**config.mk**
```make
export PLATFORM = sky130hd
export DESIGN_NAME = irq_status_unit
export DESIGN_NICKNAME = d
export VERILOG_FILES = /design/src/rtl/irq_status_pkg.sv /design/src/rtl/isu_sticky_bank.sv /design/src/rtl/isu_summary_bit.sv /design/src/rtl/isu_enable_reg.sv /design/src/rtl/irq_status_unit.sv
export SDC_FILE = /design/constraint.sdc
export NUM_CORES = 1
export LEC_CHECK = 0
export BUFFER_PORTS_ARGS = -buffer_cell sky130_fd_sc_hd__buf_2
export CAP_MARGIN = 20
export CELL_PAD_IN_SITES_DETAIL_PLACEMENT = 0
export CELL_PAD_IN_SITES_GLOBAL_PLACEMENT = 1
export CORE_MARGIN = 2
export CORE_UTILIZATION = 30
export CTS_BUF_LIST = sky130_fd_sc_hd__clkbuf_16
export DETAILED_ROUTE_END_ITERATION = 10
export GPL_ROUTABILITY_DRIVEN = 0
export PLACE_DENSITY_LB_ADDON = 0.1
export SYNTH_ARGS = -nofsm -noshare
export SYNTH_HDL_FRONTEND = slang
export SYNTH_SLANG_ARGS = --single-unit
```
**constraint.sdc**
```tcl
create_clock -name clk -period 1 [get_ports clk]
set_input_delay 0.2 -clock clk [delete_from_list [all_inputs] [get_ports clk]]
set_output_delay 0.2 -clock clk [all_outputs]
set_load 0.03 [all_outputs]
```
**src/rtl/irq_status_pkg.sv**
```systemverilog
package irq_status_pkg;

    localparam int DATA_W  = 32;
    localparam int EVT_W   = 15;
    localparam int N_GROUP = 2;

    // Summary bit positions; the interrupt gate decodes enables at the same positions.
    localparam int ABN_POS = 15;
    localparam int NRM_POS = 16;

    // Group membership over status bits 14:0.
    localparam logic [EVT_W-1:0] ABN_MASK  = 15'h27BA; // 1,3,4,5,7,8,9,10,13
    localparam logic [EVT_W-1:0] NRM_MASK  = 15'h4045; // 0,2,6,14
    localparam logic [EVT_W-1:0] IMPL_MASK = ABN_MASK | NRM_MASK;

    typedef enum logic {
        SEL_STATUS = 1'b0,
        SEL_ENABLE = 1'b1
    } reg_sel_e;

    typedef struct packed {
        logic              wr;
        reg_sel_e          sel;
        logic [DATA_W-1:0] wdata;
    } reg_req_t;

    typedef enum int {
        GRP_ABN = 0,
        GRP_NRM = 1
    } grp_e;

    function automatic logic [EVT_W-1:0] group_mask(input int g);
        return (g == GRP_ABN) ? ABN_MASK : NRM_MASK;
    endfunction

    function automatic int group_pos(input int g);
        return (g == GRP_ABN) ? ABN_POS : NRM_POS;
    endfunction

endpackage

```
**src/rtl/isu_sticky_bank.sv**
```systemverilog
module isu_sticky_bank
    import irq_status_pkg::*;
#(
    parameter int               W    = EVT_W,
    parameter logic [W-1:0]     IMPL = '1
) (
    input  logic         clk,
    input  logic         rst,
    input  logic [W-1:0] set_i,
    input  logic [W-1:0] clr_i,
    output logic [W-1:0] q_o
);
    for (genvar i = 0; i < W; i++) begin : g_bit
        if (IMPL[i]) begin : g_impl
            logic q;
            always_ff @(posedge clk) begin
                if (rst)           q <= 1'b0;
                else if (set_i[i]) q <= 1'b1;   // set beats clear
                else if (clr_i[i]) q <= 1'b0;
            end
            assign q_o[i] = q;
        end else begin : g_none
            assign q_o[i] = 1'b0;
        end
    end
endmodule

```
**src/rtl/isu_summary_bit.sv**
```systemverilog
module isu_summary_bit
    import irq_status_pkg::*;
#(
    parameter int           W    = EVT_W,
    parameter logic [W-1:0] MASK = '0
) (
    input  logic         clk,
    input  logic         rst,
    input  logic [W-1:0] stat_i,
    input  logic [W-1:0] en_i,
    input  logic         clr_i,
    output logic         q_o
);
    logic hit;
    assign hit = |(stat_i & en_i & MASK);

    always_ff @(posedge clk) begin
        if (rst)        q_o <= 1'b0;
        else if (clr_i) q_o <= 1'b0;   // clear first; re-set follows next edge
        else if (hit)   q_o <= 1'b1;
    end
endmodule

```
**src/rtl/isu_enable_reg.sv**
```systemverilog
module isu_enable_reg
    import irq_status_pkg::*;
#(
    parameter int W = DATA_W
) (
    input  logic         clk,
    input  logic         rst,
    input  logic         we_i,
    input  logic [W-1:0] d_i,
    output logic [W-1:0] q_o
);
    always_ff @(posedge clk) begin
        if (rst)       q_o <= '0;
        else if (we_i) q_o <= d_i;
    end
endmodule

```
**src/rtl/irq_status_unit.sv**
```systemverilog
module irq_status_unit
    import irq_status_pkg::*;
(
    input  logic              clk,
    input  logic              rst,
    input  logic              reg_wr_i,
    input  logic              reg_addr_i,
    input  logic [DATA_W-1:0] reg_wdata_i,
    output logic [DATA_W-1:0] reg_rdata_o,
    input  logic [EVT_W-1:0]  evt_i,
    output logic              irq_o
);
    reg_req_t            req;
    logic                wr_stat, wr_en;
    logic [EVT_W-1:0]    stat_clr;
    logic [EVT_W-1:0]    stat_q;
    logic [DATA_W-1:0]   en_q;
    logic [N_GROUP-1:0]  sum_q;
    logic [N_GROUP-1:0]  sum_gate;
    logic [DATA_W-1:0]   status_word;

    assign req.wr    = reg_wr_i;
    assign req.sel   = reg_sel_e'(reg_addr_i);
    assign req.wdata = reg_wdata_i;

    assign wr_stat  = req.wr && (req.sel == SEL_STATUS);
    assign wr_en    = req.wr && (req.sel == SEL_ENABLE);
    assign stat_clr = wr_stat ? req.wdata[EVT_W-1:0] : '0;

    isu_sticky_bank #(.W(EVT_W), .IMPL(IMPL_MASK)) u_bank (
        .clk   (clk),
        .rst   (rst),
        .set_i (evt_i),
        .clr_i (stat_clr),
        .q_o   (stat_q)
    );

    isu_enable_reg #(.W(DATA_W)) u_en (
        .clk  (clk),
        .rst  (rst),
        .we_i (wr_en),
        .d_i  (req.wdata),
        .q_o  (en_q)
    );

    for (genvar g = 0; g < N_GROUP; g++) begin : g_sum
        localparam int POS = group_pos(g);
        isu_summary_bit #(.W(EVT_W), .MASK(group_mask(g))) u_sum (
            .clk    (clk),
            .rst    (rst),
            .stat_i (stat_q),
            .en_i   (en_q[EVT_W-1:0]),
            .clr_i  (wr_stat && req.wdata[POS]),
            .q_o    (sum_q[g])
        );
        assign sum_gate[g] = sum_q[g] & en_q[POS];
    end

    always_comb begin
        status_word                  = '0;
        status_word[EVT_W-1:0]       = stat_q;
        status_word[ABN_POS]         = sum_q[GRP_ABN];
        status_word[NRM_POS]         = sum_q[GRP_NRM];
    end

    assign reg_rdata_o = (req.sel == SEL_ENABLE) ? en_q : status_word;
    assign irq_o       = |sum_gate;

endmodule

```
==> results of run 1 <==
power by group through the flow:
stage	clock network [mW]	logic (mW)	registers [mW]
final	1.52	1.04	2.06
after CTS	1.57	1.03	2.06
after detailed placement	0	0.777	2.09
after floorplan	0	0.486	2.07
after global routing	1.65	1.13	2.07
after global placement	0	0.773	2.09
layer usage:
metal | vias up | wire length (um)
li1 | 1069 | -
met1 | 954 | 2910
met2 | 50 | 2920
met3 | 7 | 312
met4 | 0 | 65
met5 | - | 0
timing repair:
item	CTS	global route
gates resized for setup	141	6
gates cloned	2	0
pin swaps	5	2
endpoints found under the setup margin	35	53
setup buffers	21	5
registers in the layout (all words and copies together) (netlist names):
signal,count
u_en.q_o,32
u_bank.g_bit.g_impl.q,13
g_sum.u_sum.q_o,2
cells by family after synthesis:
family / after synthesis / synth area share
AOI/OAI and AO/OA: 56 / 0.153
buffers and inverters: 18 / 0.0522
DFF: 47 / 0.462
muxes: 15 / 0.0829
and+or+nand+nor: 110 / 0.250
final cells by class:
type	instances	area, um2
Timing Repair Buffer	134	1140
Multi-Input combinational cell	181	1100
Tap cell	80	100
Clock buffer	5	125
Sequential cell	47	996
Clock inverter	1	3.75
Fill cell	676	3220
worst max-delay path: cells and delay by family, from the launching register on:
kind                   cells  cell delay (ps)
flip-flops                 1              330
multiplexers               1              260
buffers and inverters      2              250
cells in the final DEF, fill, tap and decap left out, types with 2 or more instances in the layout:
| master | n |
|---|---|
| nor2_1 | 13 |
| nand3b_1 | 13 |
| mux2_4 | 15 |
| nand2_1 | 64 |
| buf_12 | 4 |
| buf_2 | 48 |
| a22o_1 | 3 |
| and2_4 | 17 |
| dfxtp_2 | 44 |
| a21oi_1 | 47 |
| clkbuf_16 | 5 |
| a221oi_2 | 2 |
| buf_4 | 35 |
| dfxtp_1 | 3 |
| buf_6 | 45 |
worst paths after layout:
check                                         startpoint                        to  slack [ps]  cells after the start
worst min register to register              u_en.q_o[20]              u_en.q_o[20]         450                      2
worst max-delay path            u_bank.g_bit[1].g_impl.q            reg_rdata_o[1]        -310                      3
worst min-delay path                            evt_i[9]  u_bank.g_bit[9].g_impl.q         120                      3
worst max register to register  u_bank.g_bit[1].g_impl.q        g_sum[0].u_sum.q_o        -130                      4
metrics by stage:
| stage | instances | worst slack, ps | hold WS [ps] | TNS (ps) |
|---|---|---|---|---|
| 3_3_place_gp | 414 | -252 | 406 | -10410 |
| 3_5_place_dp | 414 | -254 | 413 | -10870 |
| 4_1_cts | 443 | -319 | 121 | -4970 |
| 6_report | 448 | -314 | 123 | -4750 |
| 2_1_floorplan | 246 | -35.9 | 312 | -71.7 |
| 5_1_grt | 448 | -346 | 129 | -5700 |
==> reports/qor.yml, run 1 <==
status: "finished with violations"
seq_power_share: 0.446
dp.final_hpwl_um: 4120
p_int_mw: 3.45
fin_skew_ps: 2.99
hp-class: "input port to flop"
drive_gt1_frac: 0.592
drc: 0
yosysTopAreaCell: "dfxtp_1"
synth.area.top_cells: "dfxtp_1 (46%), nand2_1 (12%), a21oi_1 (12%)"
syn-num-nets: 297
use_met1: 0.241
crit_type: "flop to primary output"
grt_max_degree: 18
hold_violations: 0
synth_common_cells: "nand2_1 (65), a21oi_1 (47), dfxtp_1 (47)"
critPathLaunchType: "flop"
coreArea_um2: 6680
syn_inst: 246
die_height_um: 86.4
violations: "negative setup slack"
p_per_area_nw_per_um2: 1330
clkTransAtPathRegs_ps: 60
antenna_found_initial: 0
cpPeakStageDelay_ps: 330
path_cells: "buf_6, mux2_4, buf_6"
yosys_warnings: 0
postLayoutSetupSlackWorst_ps: -314
report.final.slew_viol_count: 0
post-route-period-util: 1.31
cts_hold_buf: 0
synth_seq_cells: 47
finalCriticalPeriod_ps: 1310
postLayoutCoreUtil: 0.519
synth_enable_flop_cells: 0
clockRootBuffer: "clkbuf_16"
vias: 2080
worstPathRequired_ps: 800
maxCapViolCount: 0
cp.arrival_ps: 1110
io_buffers: 81
slew_headroom: 0.742
p_leak_nw: 1.58
clk_latency_ps: 280
die_area_um2: 7460
wire_per_inst_um: 13.9
cp_slowest_cell: "dfxtp_2"
rsz0062_at_grt: "yes"
grt_use_total: 0.173
crit_top_cell: "buf_6"
worst-path-max-fanout: 2
drt-initial-drc-count: 62
vias_per_cell: 4.64
end_kind: "primary output"
wirelength_um: 6210
die_w_um: 86.4
n_antenna_cell: 0
met2_usage: 0.272
p_sw_mw: 1.17
postPlaceCellArea_um2: 2740
ys_seq_area_frac: 0.462
async_flop_share: 0
power.total_mw: 4.62
design_area_um2: 3470
grt_pass1_wl_um: 10200
drtAntennaViolNets: 0
numCtsBuffers: 5
cts_buffer_depth: 2
setup_viol: 35
initial_core_util: 0.305
met3_usage: 0.0419
synth_top_flop_cell: "dfxtp_1"
syn_area_per_cell_um2: 8.28
rows: 30
swShare: 0.254
cts_tree: "done"
yosysUniqueCellTypes: 17
finalNetCount: 420
firstDrtPassIters: 4
worst_slew_pin_slew_ps: 387
ir_worst_vdd_v: 0.000625
clkPwrFrac: 0.329
grt_pass1_vias: 2015
syn2layout_area_growth_pct: 70.1
busiest_layer: "met2"
fmax_ghz: 0.761
clkSinkCount: 47
synth_top_area_share: 0.462
ios: 84
p_comb_frac: 0.225
syn_area_um2: 2040
yosysMostFrequentCell: "nand2_1"
cts.htree.levels: 2
overflow: 0
(Power assumes the default switching activity.)
==> run 2, diff against run 1 <==
- REMOVE_ABC_BUFFERS: unset -> 1
- TNS_END_PERCENT: unset -> 30
==> run 2 against run 1 <==
The run still ends with negative setup slack left. Combinational power down 11%. Via count decreased by 2.0%. Clock power rose by 4%. Largest cell class is now multi-input gates.
==> reports/qor.yml, run 2 (synthesized netlist as in run 1, its figures left out) <==
worstPathRequired_ps: 800  # about the same
p_per_area_nw_per_um2: 1400  # +5.1%
clkTransAtPathRegs_ps: 60  # about the same
regMostFlops: "u_en.q_o"
drc: 0  # unchanged
seq_power_share: 0.451  # +0.005
violations: "negative setup slack"
worst_slew_pin_slew_ps: 339  # -48.1 ps
dp.cells: 406  # -1.9%
firstDrtPassIters: 4  # unchanged
finalNetCount: 399  # -5.0%
antenna_found_initial: 0  # unchanged
fmax_ghz: 0.766  # +0.71%
drt-initial-drc-count: 50  # -19%
slew_headroom: 0.774  # +0.0320
p_leak_nw: 1.45  # -8.6%
die_height_um: 86.4  # unchanged
top_regs: "u_en.q_o x32, u_bank.g_bit.g_impl.q x13, g_sum.u_sum.q_o x2"
n_antenna_cell: 0  # unchanged
ios: 84  # unchanged
fin_skew_ps: 3.13  # +0.139 ps
fin_cells: 429  # -4.2%
finalCriticalPeriod_ps: 1310  # -9.22 ps
cpPeakStageDelay_ps: 320  # about the same
grt_use_total: 0.153  # -0.0208
worst-path-max-fanout: 2  # unchanged
cts_tree: "done"
grt_pass1_wl_um: 9080  # -11%
io_buffers: 81  # unchanged
grt_max_degree: 27  # +9
largest_reg_flops: 32  # unchanged
layout_commonest_cell: "nand2_1"
crit_top_cell: "buf_6"
die_area_um2: 7460  # unchanged
drtAntennaViolNets: 0  # unchanged
setup_viol: 35  # unchanged
clk_latency_ps: 280  # about the same
cts_buffer_depth: 2  # unchanged
post-route-period-util: 1.31  # -0.00922
p_int_mw: 3.38  # -1.9%
postLayoutSetupSlackWorst_ps: -305  # +9.22 ps
crit_type: "flop to primary output"
numCtsBuffers: 5  # unchanged
ir_worst_vdd_v: 0.000887  # +42%
place_ws_ps: -235  # +19.1 ps
drive_gt1_frac: 0.544  # -0.0480
final_cell_mix: "nand2_1 (64), a21oi_1 (47), buf_2 (47)"
syn2layout_area_growth_pct: 60.0
rows: 30  # unchanged
clockRootBuffer: "clkbuf_16"
rrSetupSlack_ps: -80  # +50 ps
path_cells: "buf_6, mux2_4, buf_6"
grt_pass1_vias: 1977  # -1.9%
end_kind: "primary output"
initial_core_util: 0.305  # unchanged
cp_top_family: "flip-flops"
p_sw_mw: 1.18  # +0.93%
hp-class: "input port to flop"
p_comb_frac: 0.203  # -0.022
cp_slowest_cell: "dfxtp_2"
maxCapViolCount: 0  # unchanged
status: "finished with violations"
cts.htree.levels: 2  # unchanged
clkSinkCount: 47  # unchanged
vias_per_cell: 4.75  # +2.3%
vias: 2038  # -2.0%
dp.final_hpwl_um: 3920  # -5.0%
clkPwrFrac: 0.345  # +0.016
swShare: 0.259  # +0.00543
wire_per_inst_um: 13.1  # -5.7%
hold_violations: 0  # unchanged
cp_num_buf_inv: 2  # unchanged
report.final.slew_viol_count: 0  # unchanged
cp.arrival_ps: 1110  # about the same
critPathLaunchType: "flop"
die_w_um: 86.4  # unchanged
overflow: 0  # unchanged
wirelength_um: 5610  # -9.7%
rsz0062_at_grt: "yes"
coreArea_um2: 6680  # unchanged
cts_hold_buf: 0  # unchanged
## run 2: cell count changes in the layout (fill, tap and decap cells not counted), sizes merged
cell,previous run,this run
clkinv,0,1
inv,1,2
buf,133,113
bufbuf,1,0
## run 2: power groups by stage
stage                     sequential, mW  clock (mW)  combinational [mW]
after floorplan                     2.07           0               0.369
after global placement              2.09           0               0.739
after detailed placement            2.09           0               0.742
after CTS                           2.06        1.62               0.916
after global routing                2.07        1.70                1.01
final                               2.06        1.58               0.928
## run 2: metrics by stage
| stage | total power, mW | area [um2] | TNS, ps | utilization | hold WS (ps) |
|---|---|---|---|---|---|
| 4_1_cts | 4.59 | 3220 | -5150 | 0.481 | 120 |
| 3_5_place_dp | 2.83 | 2660 | -11410 | 0.399 | 415 |
| 6_report | 4.56 | 3260 | -5050 | 0.488 | 123 |
| 2_1_floorplan | 2.43 | 1930 | -2950 | - | 269 |
| 5_1_grt | 4.78 | 3260 | -5810 | 0.488 | 121 |
| 3_3_place_gp | 2.83 | 2660 | -11440 | 0.399 | 407 |
## run 2: routing by layer
layer	wire [um]	share of wire	global-route usage
met5	0	0	0
met1	2620	0.47	0.203
met3	222	0.040	0.0276
met2	2680	0.48	0.245
met4	80	0.014	0.0597
## run 2: final timing paths
path,depth (start not counted),start,endpoint
max reg2reg,3,u_en.q_o[2],g_sum[1].u_sum.q_o
min reg2reg,2,u_en.q_o[18],u_en.q_o[18]
max,3,u_en.q_o[3],reg_rdata_o[3]
min,3,evt_i[14],u_bank.g_bit[14].g_impl.q
## run 2: cell type report
cell class / count / area (um2)
clock buffer: 5 / 125
tap: 80 / 100
sequential: 47 / 990
fill: 704 / 3420
timing repair buffer: 113 / 966
clock inverter: 3 / 12.5
multi-input combinational: 181 / 1070
## run 2: worst min-delay path, stage by stage
cell and delay [ps]:
buf_2 80, a21oi_1 30, nor2_1 60
## run 2: timing repair
| action | in CTS | in global routing |
|---|---|---|
| resized for setup | 124 | 9 |
| gates cloned | 0 | 0 |
| pin swaps | 0 | 2 |
| buffers inserted | 12 | 3 |
| endpoints found under the setup margin | 34 | 38 |
